**config.mk**
```make
export PLATFORM = sky130hd
export DESIGN_NAME = can_frame_fsm
export DESIGN_NICKNAME = d
export VERILOG_FILES = /design/src/rtl/can_chk_pkg.sv /design/src/rtl/can_frame_fsm.sv
export SDC_FILE = /design/constraint.sdc
export NUM_CORES = 1
export LEC_CHECK = 0
export ABC_AREA = 0
export BUFFER_PORTS_ARGS = -buffer_cell sky130_fd_sc_hd__buf_2
export CORE_AREA = 2 2 138 140
export DETAILED_ROUTE_END_ITERATION = 12
export DIE_AREA = 0 0 140 142
export HOLD_SLACK_MARGIN = 0.15
export PLACE_DENSITY_LB_ADDON = 0.12
export SETUP_SLACK_MARGIN = 0.1
export SYNTH_ARGS = -nofsm -noshare
export SYNTH_HDL_FRONTEND = slang
export SYNTH_SLANG_ARGS = --single-unit
```
**constraint.sdc**
```tcl
create_clock -name clk -period 6.5 [get_ports clk]
set_clock_uncertainty 0.15 [all_clocks]
set_input_delay 0.975 -clock clk [delete_from_list [all_inputs] [get_ports clk]]
set_output_delay 0.975 -clock clk [all_outputs]
set_load 0.05 [all_outputs]
```
**src/rtl/can_chk_pkg.sv**
```systemverilog
package can_chk_pkg;

  localparam int CRC_W = 15;
  localparam logic [CRC_W-1:0] CRC_POLY = 15'h4599;

  typedef enum logic [2:0] {
    ERR_NONE  = 3'd0,
    ERR_STUFF = 3'd1,
    ERR_FORM  = 3'd2,
    ERR_CRC   = 3'd3,
    ERR_ACK   = 3'd4
  } rx_err_e;

  typedef enum logic [3:0] {
    FS_WAIT_IDLE,
    FS_IDLE,
    FS_BASE_ID,
    FS_BIT12,
    FS_IDE,
    FS_EXT_ID,
    FS_EXT_RTR,
    FS_RES1,
    FS_RES0,
    FS_DLC,
    FS_DATA,
    FS_CRC,
    FS_CRC_DELIM,
    FS_ACK_SLOT,
    FS_ACK_DELIM,
    FS_EOF
  } fld_state_e;

  // One serial step of the CRC register (feedback form, no augmentation)
  function automatic logic [CRC_W-1:0] crc_step(input logic [CRC_W-1:0] cur, input logic din);
    logic fb;
    fb = din ^ cur[CRC_W-1];
    return fb ? ({cur[CRC_W-2:0], 1'b0} ^ CRC_POLY) : {cur[CRC_W-2:0], 1'b0};
  endfunction

  // Number of data bytes carried by a frame
  function automatic logic [3:0] payload_bytes(input logic [3:0] code, input logic remote,
                                               input logic [3:0] cap);
    if (remote) return 4'd0;
    return (code > cap) ? cap : code;
  endfunction

endpackage

```
**src/rtl/can_frame_fsm.sv**
```systemverilog
module can_frame_fsm
  import can_chk_pkg::*;
#(
  parameter int IDLE_BITS    = 11,
  parameter int INTERMISSION = 3,
  parameter int EOF_BITS     = 7,
  parameter int ID_A_BITS    = 11,
  parameter int ID_B_BITS    = 18,
  parameter int MAX_BYTES    = 8,
  localparam int ID_W        = ID_A_BITS + ID_B_BITS,
  localparam int DATA_W      = 8 * MAX_BYTES
) (
  input  logic              clk,
  input  logic              rst_n,
  input  logic              strobe,
  input  logic              rx_bit,
  input  logic              ds_drop,
  input  logic              ds_err,
  input  logic              ds_pending,
  input  logic [CRC_W-1:0]  crc_val,
  output logic              ds_restart,
  output logic              ds_active,
  output logic              crc_clear,
  output logic              crc_shift,
  output logic              field_bit,
  output logic              hit_err,
  output logic              done,
  output logic              err,
  output logic [2:0]        err_code,
  output logic [ID_W-1:0]   id,
  output logic              ext,
  output logic              rtr,
  output logic [3:0]        dlc,
  output logic [DATA_W-1:0] data
);
  localparam int CW = $clog2((DATA_W > ID_B_BITS) ? DATA_W : ID_B_BITS);
  localparam int IW = $clog2(IDLE_BITS);

  fld_state_e        state;
  logic [CW-1:0]     cnt;
  logic [CW-1:0]     data_last;
  logic [IW-1:0]     idle_cnt;
  logic [CRC_W-2:0]  crc_rx_q;
  rx_err_e           hit_code;
  logic              in_stuffed;
  logic              in_crc_span;
  logic [3:0]        dlc_next;
  logic [3:0]        nb_next;

  always_comb begin
    in_stuffed  = 1'b0;
    in_crc_span = 1'b0;
    case (state)
      FS_BASE_ID, FS_BIT12, FS_IDE, FS_EXT_ID, FS_EXT_RTR,
      FS_RES1, FS_RES0, FS_DLC, FS_DATA: begin
        in_stuffed  = 1'b1;
        in_crc_span = 1'b1;
      end
      FS_CRC:  in_stuffed = 1'b1;
      default: ;
    endcase
  end

  assign ds_active  = in_stuffed | ((state == FS_CRC_DELIM) & ds_pending);
  assign ds_restart = (state == FS_IDLE) & ~rx_bit;
  assign crc_clear  = strobe & ds_restart;
  assign field_bit  = strobe & ~ds_drop & ~ds_err;
  assign crc_shift  = field_bit & in_crc_span;
  assign dlc_next   = {dlc[2:0], rx_bit};
  assign nb_next    = payload_bytes(dlc_next, rtr, 4'(MAX_BYTES));

  // Error event of the current bit, priority stuff first
  always_comb begin
    hit_err  = 1'b0;
    hit_code = ERR_NONE;
    if (ds_err) begin
      hit_err  = 1'b1;
      hit_code = ERR_STUFF;
    end else if (field_bit) begin
      case (state)
        FS_CRC:
          if (cnt == CW'(CRC_W - 1) && {crc_rx_q, rx_bit} != crc_val) begin
            hit_err  = 1'b1;
            hit_code = ERR_CRC;
          end
        FS_CRC_DELIM, FS_ACK_DELIM, FS_EOF:
          if (!rx_bit) begin
            hit_err  = 1'b1;
            hit_code = ERR_FORM;
          end
        FS_ACK_SLOT:
          if (rx_bit) begin
            hit_err  = 1'b1;
            hit_code = ERR_ACK;
          end
        default: ;
      endcase
    end
  end

  always_ff @(posedge clk or negedge rst_n) begin
    if (!rst_n) begin
      state     <= FS_WAIT_IDLE;
      cnt       <= '0;
      data_last <= '0;
      idle_cnt  <= '0;
      crc_rx_q  <= '0;
      done      <= 1'b0;
      err       <= 1'b0;
      err_code  <= ERR_NONE;
      id        <= '0;
      ext       <= 1'b0;
      rtr       <= 1'b0;
      dlc       <= '0;
      data      <= '0;
    end else begin
      done     <= 1'b0;
      err      <= 1'b0;
      err_code <= ERR_NONE;
      if (hit_err) begin
        err      <= 1'b1;
        err_code <= hit_code;
        state    <= FS_WAIT_IDLE;
        idle_cnt <= '0;
      end else if (strobe && state == FS_WAIT_IDLE) begin
        if (!rx_bit) begin
          idle_cnt <= '0;
        end else if (idle_cnt == IW'(IDLE_BITS - 1)) begin
          idle_cnt <= '0;
          state    <= FS_IDLE;
        end else begin
          idle_cnt <= idle_cnt + IW'(1);
        end
      end else if (field_bit) begin
        case (state)
          FS_IDLE:
            if (!rx_bit) begin
              state <= FS_BASE_ID;
              cnt   <= '0;
              id    <= '0;
              ext   <= 1'b0;
              rtr   <= 1'b0;
              dlc   <= '0;
              data  <= '0;
            end
          FS_BASE_ID: begin
            id <= {id[ID_W-2:0], rx_bit};
            if (cnt == CW'(ID_A_BITS - 1)) begin
              cnt   <= '0;
              state <= FS_BIT12;
            end else cnt <= cnt + CW'(1);
          end
          FS_BIT12: begin
            rtr   <= rx_bit;
            state <= FS_IDE;
          end
          FS_IDE: begin
            ext   <= rx_bit;
            cnt   <= '0;
            state <= rx_bit ? FS_EXT_ID : FS_RES0;
          end
          FS_EXT_ID: begin
            id <= {id[ID_W-2:0], rx_bit};
            if (cnt == CW'(ID_B_BITS - 1)) begin
              cnt   <= '0;
              state <= FS_EXT_RTR;
            end else cnt <= cnt + CW'(1);
          end
          FS_EXT_RTR: begin
            rtr   <= rx_bit;
            state <= FS_RES1;
          end
          FS_RES1: state <= FS_RES0;
          FS_RES0: begin
            cnt   <= '0;
            state <= FS_DLC;
          end
          FS_DLC: begin
            dlc <= dlc_next;
            if (cnt == CW'(3)) begin
              cnt       <= '0;
              data_last <= CW'({nb_next, 3'b000} - 7'd1);
              state     <= (nb_next == 4'd0) ? FS_CRC : FS_DATA;
            end else cnt <= cnt + CW'(1);
          end
          FS_DATA: begin
            data[{cnt[CW-1:3], ~cnt[2:0]}] <= rx_bit;
            if (cnt == data_last) begin
              cnt   <= '0;
              state <= FS_CRC;
            end else cnt <= cnt + CW'(1);
          end
          FS_CRC: begin
            crc_rx_q <= {crc_rx_q[CRC_W-3:0], rx_bit};
            if (cnt == CW'(CRC_W - 1)) begin
              cnt   <= '0;
              state <= FS_CRC_DELIM;
            end else cnt <= cnt + CW'(1);
          end
          FS_CRC_DELIM: state <= FS_ACK_SLOT;
          FS_ACK_SLOT:  state <= FS_ACK_DELIM;
          FS_ACK_DELIM: begin
            cnt   <= '0;
            state <= FS_EOF;
          end
          FS_EOF:
            if (cnt == CW'(EOF_BITS - 1)) begin
              done     <= 1'b1;
              cnt      <= '0;
              idle_cnt <= IW'(IDLE_BITS - INTERMISSION);
              state    <= FS_WAIT_IDLE;
            end else cnt <= cnt + CW'(1);
          default: state <= FS_WAIT_IDLE;
        endcase
      end
    end
  end

endmodule

```
Word-level counts from Yosys, hierarchy flattened --
Cells that the tools add are included.
Cells by class: add/sub/neg operators 3, $mul 0, divide/modulo/power cells 0, order comparisons 3, eq/ne operators 33, shift operators 0, muxes and demuxes 67, bitwise gates (word level) 13, reductions and logical operators 30
Operators by type and width (count):
- $pmux W64 S2 | 1
- $mux W4 | 24
- $bwmux W64 | 1
- $mux W64 | 1
- $pmux W4 S15 | 1
- $pmux W29 S2 | 1
- $pmux W6 S8 | 1
- $mux W6 | 7
- $eq A4 B4 Y1 const B | 9
- $reduce_and A5 Y1 | 7
- $mux W29 | 1
- $ne A4 B4 Y1 const B | 6
- $mux W1 | 17
- $eq A4 B3 Y1 const B | 4
- $ne A15 B15 Y1 | 1
- $eq A6 B4 Y1 const B | 2
- $mux W3 | 4
- $reduce_and A10 Y1 | 1
- $reduce_bool A2 Y1 | 5
- $reduce_or A10 Y1 | 1
- $pmux W3 S3 | 1
- $reduce_bool A3 Y1 | 3
- $reduce_or A9 Y1 | 1
- $eq A4 B2 Y1 const B | 2
- 31 further kinds | 47
Word-level totals: register bits 138, latch bits 0, bits in writable memories 0, bits in read-only memories 0, bits of input ports 22, memories 0

Logic depth before layout (Yosys ltp) --
Gate-level depths: netlist of run 1.
depth in word-level cells 10, gate-level depth with buffers 14, mapped depth without buffers 9

Least setup slack after synthesis of run 1 --
No wires, ideal clock.
kind input-to-output, start in ds_err, end out hit_err, arrival 2601 ps, data required time 5375 ps, setup slack 2774 ps, stages on the path 5, cell sequence or3b_1 > inv_1 > and3_1 > o211ai_1 > inv_1
On the way: word-level cells in the longest chain between the ends 4
Ends and longest elaborated chain:
- start: declaration | line can_frame_fsm.sv:18 | input logic ds_err,
- $not A1 Y1 | line can_frame_fsm.sv:67 | assign field_bit = strobe & ~ds_drop & ~ds_err;
- $and A1 B1 Y1 | line can_frame_fsm.sv:67
- via field_bit | line can_frame_fsm.sv:25 | output logic field_bit,
- $mux W1 | line can_frame_fsm.sv:79 | end else if (field_bit) begin
- $mux W1 | line can_frame_fsm.sv:76 | if (ds_err) begin
- end: declaration | line can_frame_fsm.sv:26 | output logic hit_err,
The timed path passes the listed nets, and every way through them passes these cells.

Worst setup path in the final report of run 1 --
start in rx_bit, end reg crc_rx_q[4]
On the way: word-level cells in the longest chain between the ends 8, elaborated cells on any way between the ends 10
Ends and longest elaborated chain:
- start: declaration | line can_frame_fsm.sv:16 | input logic rx_bit,
- $ne A15 B15 Y1 | line can_frame_fsm.sv:82 | if (cnt == CW'(CRC_W - 1) && {crc_rx_q, rx_bit} != crc_val) begin
- $logic_and A1 B1 Y1 | line can_frame_fsm.sv:82
- $mux W1 | line can_frame_fsm.sv:82
- $pmux W1 S3 * | line can_frame_fsm.sv:80 | case (state)
- $mux W1 * | line can_frame_fsm.sv:79
- $mux W1 * | line can_frame_fsm.sv:76
- $not A1 Y1 (no source line) *
- $reduce_and A4 Y1 (no source line) *
- end signal: assignment | line can_frame_fsm.sv:194 | crc_rx_q <= {crc_rx_q[CRC_W-3:0], rx_bit};
- end: declaration | line can_frame_fsm.sv:43 | logic [CRC_W-2:0] crc_rx_q;
Every way passes the cells marked *; elsewhere a longest branch is shown, timed or not. A chain may end at the register's enable or synchronous reset.

==> flow_summary.rst, run 1 <==
.. list-table::
   :header-rows: 1

   * - Metric
     - Value
   * - Run status
     - finished, violations left
   * - Violated checks
     - DRC
   * - Proportion of synthesized area in mux cells
     - 2.63%
   * - Via density per instance
     - 6.02
   * - Overflow left after global routing
     - 0
   * - Share of power burned in combinational logic
     - 21.1%
   * - Register-to-register path setup slack
     - 2440 ps
   * - Adder-cell share of the synthesized area
     - 1.90%
   * - Diodes inserted
     - 0
   * - Power Internal
     - 1.53 mW
   * - Antenna Violating Nets Remaining
     - 0
   * - Pwr Density
     - 271 nW/um^2
   * - Worst skew pair latency
     - 430 ps
   * - Clk pwr share
     - 39.7%
   * - Post-Syn Nets
     - 803
   * - CP Data Arrival Time
     - 4540 ps
   * - Post-DP HPWL
     - 13.9 mm
   * - Mapped Area
     - 7230 um^2
   * - Area fraction in compound gates after synthesis
     - 27.5%
   * - Number of port buffers
     - 131
   * - Final layout net count
     - 895
   * - Post-synthesis share of cell area spent on xor and xnor gates
     - 2.42%
   * - Worst hold endpoint
     - id[28]
   * - Worst hold path depth
     - 1
   * - Wire length per cell
     - 19.4 um
   * - Number of max-slew violations in the final report
     - 0
   * - Share of cells above drive strength 1
     - 23.5%
   * - Top cell type's share of synthesized area
     - 47.1%
   * - Area of placed instances
     - 8010 um^2
   * - Cell type with the highest aggregate area in the netlist
     - sky130_fd_sc_hd__dfrtp_1
   * - Setup Slack @ Placement
     - 1640 ps
   * - Top-level port count
     - 132
   * - Maximum buffer depth of the clock tree
     - 2
   * - Row cnt
     - 50
   * - Core Box Area
     - 18500 um^2
   * - Max Cap Violations
     - 0
   * - Crit path from
     - rx_bit
   * - Wire length of the first global-routing pass
     - 34.6 mm
   * - Die Ht
     - 142 um
   * - Number of DRC violations after detailed-routing iteration 0
     - 667
   * - Main combinational cell family by area after synthesis
     - compound AO/OA/AOI/OAI gates
   * - End of the worst register-to-register path
     - crc_rx_q[4]
   * - Net Sw Frac
     - 34.3%
   * - Worst voltage drop across the vdd grid
     - 0.185 mV
   * - Fraction of the mapped netlist area in simple logic gates
     - 12.8%
   * - Top cells by area in the synthesized netlist
     - sky130_fd_sc_hd__dfrtp_1, sky130_fd_sc_hd__o21ai_0, sky130_fd_sc_hd__a21oi_1
   * - Capturing element type of the critical path
     - flip-flop
   * - Final count of negative-setup-slack endpoints
     - 0
   * - Synthesis-to-layout area growth
     - 18.5%
   * - Hold Buf Count CTS
     - 0
   * - Antenna violations before repair
     - 0
   * - First-pass iteration count of the detailed router
     - 10
   * - Launch point of the worst reg-to-reg path
     - state[2]
   * - Number of synthesized register bits
     - 136
   * - Distinct cell type count of the synthesized netlist
     - 56
   * - Clk slew on worst S/H paths
     - 70 ps
   * - Clock tree from TritonCTS
     - yes
   * - Fin. Hold Viols
     - 0
   * - Final routed DRC violation total
     - 10
   * - Worst relative slew slack
     - 25.4%
   * - Initial Utilization
     - 39.2%
   * - Slew at the pin closest to its max-slew limit
     - 1110 ps
   * - Number of enable-type register cells in the synthesized netlist
     - 0
   * - Total Routed Length
     - 21.6 mm
   * - Ratio of final minimum period to clock period
     - 67.3%
   * - Avg Cell Area, Syn
     - 9.39 um^2
   * - Critical Path Fanout Max
     - 55
   * - Class of the most critical hold timing path
     - reg2reg
   * - GRT Total Usage
     - 22.1%
   * - Largest incremental delay on the critical path
     - 980 ps
   * - Final core utilization
     - 46.4%
   * - Proportion of register bits with asynchronous set or reset after synthesis
     - 100%
   * - Sum Neg Setup Slack
     - 0 ps
   * - Number of warnings reported in the yosys synthesis log
     - 0
   * - Die X-Extent
     - 140 um
   * - Synthesized instance count
     - 770
   * - Filler cell count
     - 1756
   * - Sequential element share of the synthesized area
     - 47.1%
   * - Hold_sp
     - id[28]
   * - Buffer type at the clock tree root
     - sky130_fd_sc_hd__clkbuf_16
   * - Number of global-route vias before repair
     - 6342
   * - CTS H-tree depth
     - 4
   * - Via count
     - 6678
   * - Minimum clock period
     - 4380 ps
   * - Net switching power
     - 797 uW
   * - Data required time of the worst path
     - 6670 ps
   * - Maximum number of pins on one net before global-route repair
     - 85
   * - Cells resized by post-CTS repair
     - 0
   * - CTS sink cnt
     - 136
   * - Leakage power of the design
     - 3.78 nW
   * - Power share of the sequential group
     - 39.3%
   * - Post-CTS setup repair buffer count
     - 0
   * - CP Class
     - in2reg
   * - Final Cell Area
     - 8570 um^2
   * - Length in cells of the worst reg-to-reg path
     - 7
   * - Setup WS post-layout
     - 2120 ps
   * - Die area
     - 19900 um^2
   * - Slowest-stage cell, CP
     - sky130_fd_sc_hd__nor2_1
   * - Routability congestion estimate
     - 0.832
   * - F_max
     - 229 MHz
   * - Cell chain of the critical path
     - buf_2 -> xnor2_1 -> nand4_1 -> nor4_4 -> a21oi_2 -> or3_2 -> nor2_1 -> mux2_2
   * - Startpoint types
     - input pin
   * - Synth Flop Type
     - sky130_fd_sc_hd__dfrtp_1
   * - RSZ-0062 raised after global routing
     - false
   * - Clock buffer count from CTS
     - 17
Yosys cell counts, drive strengths merged (16+ instances only):
library cell,number
dfrtp,136
nor3,22
inv,22
nand2,57
o21ai,107
clkbuf,58
xnor2,16
o311ai,32
a22o,30
nand3,19
nor2,28
a21oi,71
mux2,16
a41oi,27
buf,18
worst max-delay path by stage:
stage,to,slack [ps],depth (start not counted)
3_3_place_gp,crc_rx_q[5],1750,8
5_1_grt,crc_rx_q[4],1820,8
3_5_place_dp,crc_rx_q[4],1640,8
6_report,crc_rx_q[4],2120,8
4_1_cts,crc_rx_q[4],2110,8
2_1_floorplan,hit_err,2770,5
cells by family after synthesis:
family,count (synthesis)
buffers and inverters,98
flip-flops,136
AND/OR/NAND/NOR,181
AO/OA/AOI/OAI,307
multiplexers,17
XOR/XNOR,20
adder cells (fa/ha/maj),11
power groups by stage:
stage / combinational, mW / sequential [mW] / clock, mW
after floorplan: 0.289 / 0.980 / 0
after global placement: 0.472 / 0.925 / 0
after detailed placement: 0.485 / 0.926 / 0
after CTS: 0.487 / 0.911 / 0.940
after global routing: 0.536 / 0.917 / 0.979
final: 0.489 / 0.912 / 0.922
routing by layer:
metal / track usage [%] / part of all wire (%)
met1: 30.3 / 45
met2: 34.5 / 47
met4: 9.94 / 2.5
met3: 4.24 / 5.7
met5: 0 / 0
worst max-delay path: cells and delay by family:
kind	cells	cell delay, ps
mux	1	420
buf+inv	1	570
compound gates	1	140
xor+xnor	1	200
simple gates	4	2210
registers in the layout, summed over array words and instances (netlist names):
| register | flops |
|---|---|
| cnt | 6 |
| crc_rx_q | 14 |
| data | 64 |
| data_last | 4 |
| dlc | 4 |
| done | 1 |
| err | 1 |
| err_code | 3 |
| ext | 1 |
| id | 29 |
| idle_cnt | 4 |
| rtr | 1 |
| state | 4 |
through the flow:
step | power (mW) | hold WS (ps) | std cells
2_1_floorplan | 1.27 | 294 | 770
3_3_place_gp | 1.40 | 311 | 1077
3_5_place_dp | 1.41 | 333 | 1077
4_1_cts | 2.34 | 348 | 1109
5_1_grt | 2.43 | 352 | 1109
6_report | 2.32 | 345 | 1109
area by class of cell:
class	count	area [um^2]	share of cell area [%]
Clock inverter	15	133	1.55
Clock buffer	17	425	4.96
Inverter	22	82.6	0.964
Multi-Input combinational cell	536	3440	40.1
Sequential cell	136	3400	39.7
Timing Repair Buffer	149	797	9.30
Tap cell	234	293	3.42
cells in the final DEF (no fill, tap or decap), types with 11 or more instances in the layout:
cell,count
sky130_fd_sc_hd__dfrtp_1,136
sky130_fd_sc_hd__buf_2,130
sky130_fd_sc_hd__o21ai_0,107
sky130_fd_sc_hd__a21oi_1,70
sky130_fd_sc_hd__nand2_1,57
sky130_fd_sc_hd__o311ai_0,32
sky130_fd_sc_hd__a22o_1,30
sky130_fd_sc_hd__nor2_1,28
sky130_fd_sc_hd__a41oi_1,27
sky130_fd_sc_hd__inv_1,22
sky130_fd_sc_hd__nor3_1,21
sky130_fd_sc_hd__nand3_1,19
sky130_fd_sc_hd__buf_4,18
sky130_fd_sc_hd__clkbuf_16,17
sky130_fd_sc_hd__xnor2_1,16
sky130_fd_sc_hd__mux2_2,16
sky130_fd_sc_hd__nand4_1,11
sky130_fd_sc_hd__ha_1,11
No activity file was read; power rests on OpenSTA's default activity.
==> run 2: changes to the inputs <==
- clock period: 6.5 -> 4.3 ns (I/O delays scaled with it)
==> run 2 against run 1 <==
The flow still finishes with violations (DRC). Cell count is 0.45% higher. Register-to-register slack worse by 1400 ps. Die area stayed put. Worst hold slack worse by 210 ps. Sequential share of layout area is 0.19 points lower. Via count is 0.57% higher. Sequential power is 51% higher. Non-clock buffer count is 5 higher. Utilization is 0.22 points higher. Count of clock-buffer cells in the layout stayed put. Final area is 0.48% higher. Critical path type is now reg2out.
==> flow_summary.rst, run 2 (synthesis gave the netlist of run 1 again) <==
.. list-table::
   :header-rows: 1

   * - Metric
     - Value
   * - Run status
     - finished, violations left (unchanged)
   * - Violated checks
     - DRC (unchanged)
   * - Synthesis-to-layout area growth
     - 19.1% (was 18.5%)
   * - F_max
     - 271 MHz
   * - Worst voltage drop across the vdd grid
     - 0.312 mV (was 0.185 mV)
   * - Post-DP HPWL
     - 14.0 mm (was 13.9 mm)
   * - Pwr Density
     - 407 nW/um^2 (was 271 nW/um^2)
   * - Area of placed instances
     - 8050 um^2 (was 8010 um^2)
   * - Die X-Extent
     - 140 um (unchanged)
   * - Sum Neg Setup Slack
     - 0 ps (unchanged)
   * - Overall power of the completed layout
     - 3.50 mW (was 2.32 mW)
   * - Clk slew on worst S/H paths
     - 60 ps (was 70 ps)
   * - Leading cell types in the layout, fill and taps excluded
     - sky130_fd_sc_hd__dfrtp_1, sky130_fd_sc_hd__buf_2, sky130_fd_sc_hd__o21ai_0 (unchanged)
   * - Ratio of final minimum period to clock period
     - 85.8%
   * - Minimum clock period
     - 3690 ps
   * - Max Cap Violations
     - 0 (unchanged)
   * - Number of global-route vias before repair
     - 6487 (was 6342)
   * - Antenna Violating Nets Remaining
     - 0 (unchanged)
   * - Final Cell Area
     - 8610 um^2 (was 8570 um^2)
   * - Length in cells of the worst reg-to-reg path
     - 9 (was 7)
   * - Diodes inserted
     - 0 (unchanged)
   * - Data required time of the worst path
     - 3500 ps (was 6670 ps)
   * - Largest incremental delay on the critical path
     - 490 ps (was 980 ps)
   * - Final core utilization
     - 46.7% (was 46.4%)
   * - Total Routed Length
     - 21.6 mm (about the same)
   * - Maximum number of pins on one net before global-route repair
     - 91 (was 85)
   * - End of the worst register-to-register path
     - id[12] (was crc_rx_q[4])
   * - GRT Total Usage
     - 22.3% (was 22.1%)
   * - Hold Buf Count CTS
     - 0 (unchanged)
   * - Cell chain of the critical path
     - inv_1 -> ha_1 -> nor3_1 -> o21ai_0 -> and3_1 -> o211ai_1 -> inv_1 -> buf_2 (was buf_2 -> xnor2_1 -> nand4_1 -> nor4_4 -> a21oi_2 -> or3_2 -> nor2_1 -> mux2_2)
   * - Via count
     - 6716 (was 6678)
   * - Row cnt
     - 50 (unchanged)
   * - Overflow left after global routing
     - 0 (unchanged)
   * - Routability congestion estimate
     - 0.838 (was 0.832)
   * - CP Class
     - reg2out (was in2reg)
   * - Cells resized by post-CTS repair
     - 0 (unchanged)
   * - Slew at the pin closest to its max-slew limit
     - 1150 ps (was 1110 ps)
   * - Worst skew pair latency
     - 430 ps (about the same)
   * - Cell family with most CP delay
     - compound AO/OA/AOI/OAI gates (was simple AND/OR/NAND/NOR gates)
   * - Crit path from
     - state[0] (was rx_bit)
   * - Final layout net count
     - 900 (was 895)
   * - Termination of the worst setup path
     - hit_err (was crc_rx_q[4])
   * - Register-to-register path setup slack
     - 1020 ps (was 2440 ps)
   * - Top-level port count
     - 132 (unchanged)
   * - CP Data Arrival Time
     - 2900 ps (was 4540 ps)
   * - RSZ-0062 raised after global routing
     - false (unchanged)
   * - Post-CTS setup repair buffer count
     - 0 (unchanged)
   * - Capturing element type of the critical path
     - primary output (was flip-flop)
   * - Class of the most critical hold timing path
     - in2async (was reg2reg)
   * - Library cell appearing most often on the critical path
     - sky130_fd_sc_hd__inv_1
   * - Registers with the most flip-flops
     - data (64), id (29), crc_rx_q (14) (unchanged)
   * - Number of DRC violations after detailed-routing iteration 0
     - 596 (was 667)
   * - Wire length of the first global-routing pass
     - 35.0 mm (was 34.6 mm)
   * - CTS sink cnt
     - 136 (unchanged)
   * - Slowest-stage cell, CP
     - sky130_fd_sc_hd__o211ai_1 (was sky130_fd_sc_hd__nor2_1)
   * - Critical Path Fanout Max
     - 13 (was 55)
   * - Initial Utilization
     - 39.2% (unchanged)
   * - Core Box Area
     - 18500 um^2 (unchanged)
   * - Number of port buffers
     - 131 (unchanged)
   * - Fin. Hold Viols
     - 0 (unchanged)
   * - Wire length per cell
     - 19.4 um (about the same)
   * - Antenna violations before repair
     - 0 (unchanged)
   * - Launch point of the worst reg-to-reg path
     - state[0] (was state[2])
   * - Number of max-slew violations in the final report
     - 0 (unchanged)
   * - Worst relative slew slack
     - 22.5% (was 25.4%)
   * - Hold WS
     - 133 ps (was 345 ps)
   * - Maximum buffer depth of the clock tree
     - 2 (unchanged)
   * - Worst path bufs/invs
     - 3 (was 1)
   * - First-pass iteration count of the detailed router
     - 12 (was 10)
   * - Buffer type at the clock tree root
     - sky130_fd_sc_hd__clkbuf_16 (unchanged)
   * - Leakage power of the design
     - 3.80 nW (was 3.78 nW)
   * - Commonest non-fill, non-tap cell in the layout
     - sky130_fd_sc_hd__dfrtp_1 (unchanged)
   * - Final count of negative-setup-slack endpoints
     - 0 (unchanged)
   * - Max FFs per register
     - 64 (unchanged)
   * - CTS H-tree depth
     - 4 (unchanged)
   * - Clock tree from TritonCTS
     - yes (unchanged)
   * - Final routed DRC violation total
     - 10 (unchanged)
   * - Crit. path cell count
     - 8 (unchanged)
   * - Via density per instance
     - 6.03 (was 6.02)
   * - Register name with the most flops
     - data (unchanged)
   * - Startpoint types
     - flip-flop (was input pin)
   * - Clock buffer count from CTS
     - 17 (unchanged)
   * - Share of cells above drive strength 1
     - 24.0% (was 23.5%)
   * - Die area
     - 19900 um^2 (unchanged)
   * - Die Ht
     - 142 um (unchanged)
run 2: changes by cell type in the layout (fill, tap and decap cells not counted):
cell,change
sky130_fd_sc_hd__inv_8,-1
sky130_fd_sc_hd__clkinv_8,+1
sky130_fd_sc_hd__clkinvlp_4,+1
sky130_fd_sc_hd__clkinv_4,-1
sky130_fd_sc_hd__buf_4,+5
run 2: how the worst min path moves through the flow:
stage | endpoint | slack (ps)
2_1_floorplan | cnt[0] | 200
3_3_place_gp | data_last[2] | 310
3_5_place_dp | data_last[2] | 320
4_1_cts | id[20] | 170
5_1_grt | id[20] | 190
6_report | id[17] | 130
run 2: stage by stage:
stage | setup WS [ps] | instances
detailed placement | 947 | 1082
global route | 377 | 1114
floorplan | 995 | 770
finish | 610 | 1114
CTS | 594 | 1114
global placement | 1020 | 1082
run 2: area by class of cell:
cell class,instances,area (um^2)
timing repair buffer,154,835
inverter,22,82.6
tap,234,293
multi-input combinational,536,3440
sequential,136,3400
clock inverter,15,136
clock buffer,17,425
fill,1774,9840
run 2: per-layer routing:
layer	vias up	routed length [um]	part of all wire (%)	global-route usage (%)
met2	258	10300	47	35.5
li1	3080	-	-	-
met4	0	418	1.9	8.61
met5	-	0	0	0
met1	3342	9650	45	30.4
met3	36	1300	6.0	4.21
run 2: power breakdown:
part | internal (mW) | switching [mW] | leakage, nW | total, mW
logic | 0.219 | 0.515 | 1.68 | 0.734
clock network | 0.758 | 0.634 | 0.263 | 1.39
registers | 1.33 | 0.0485 | 1.86 | 1.38
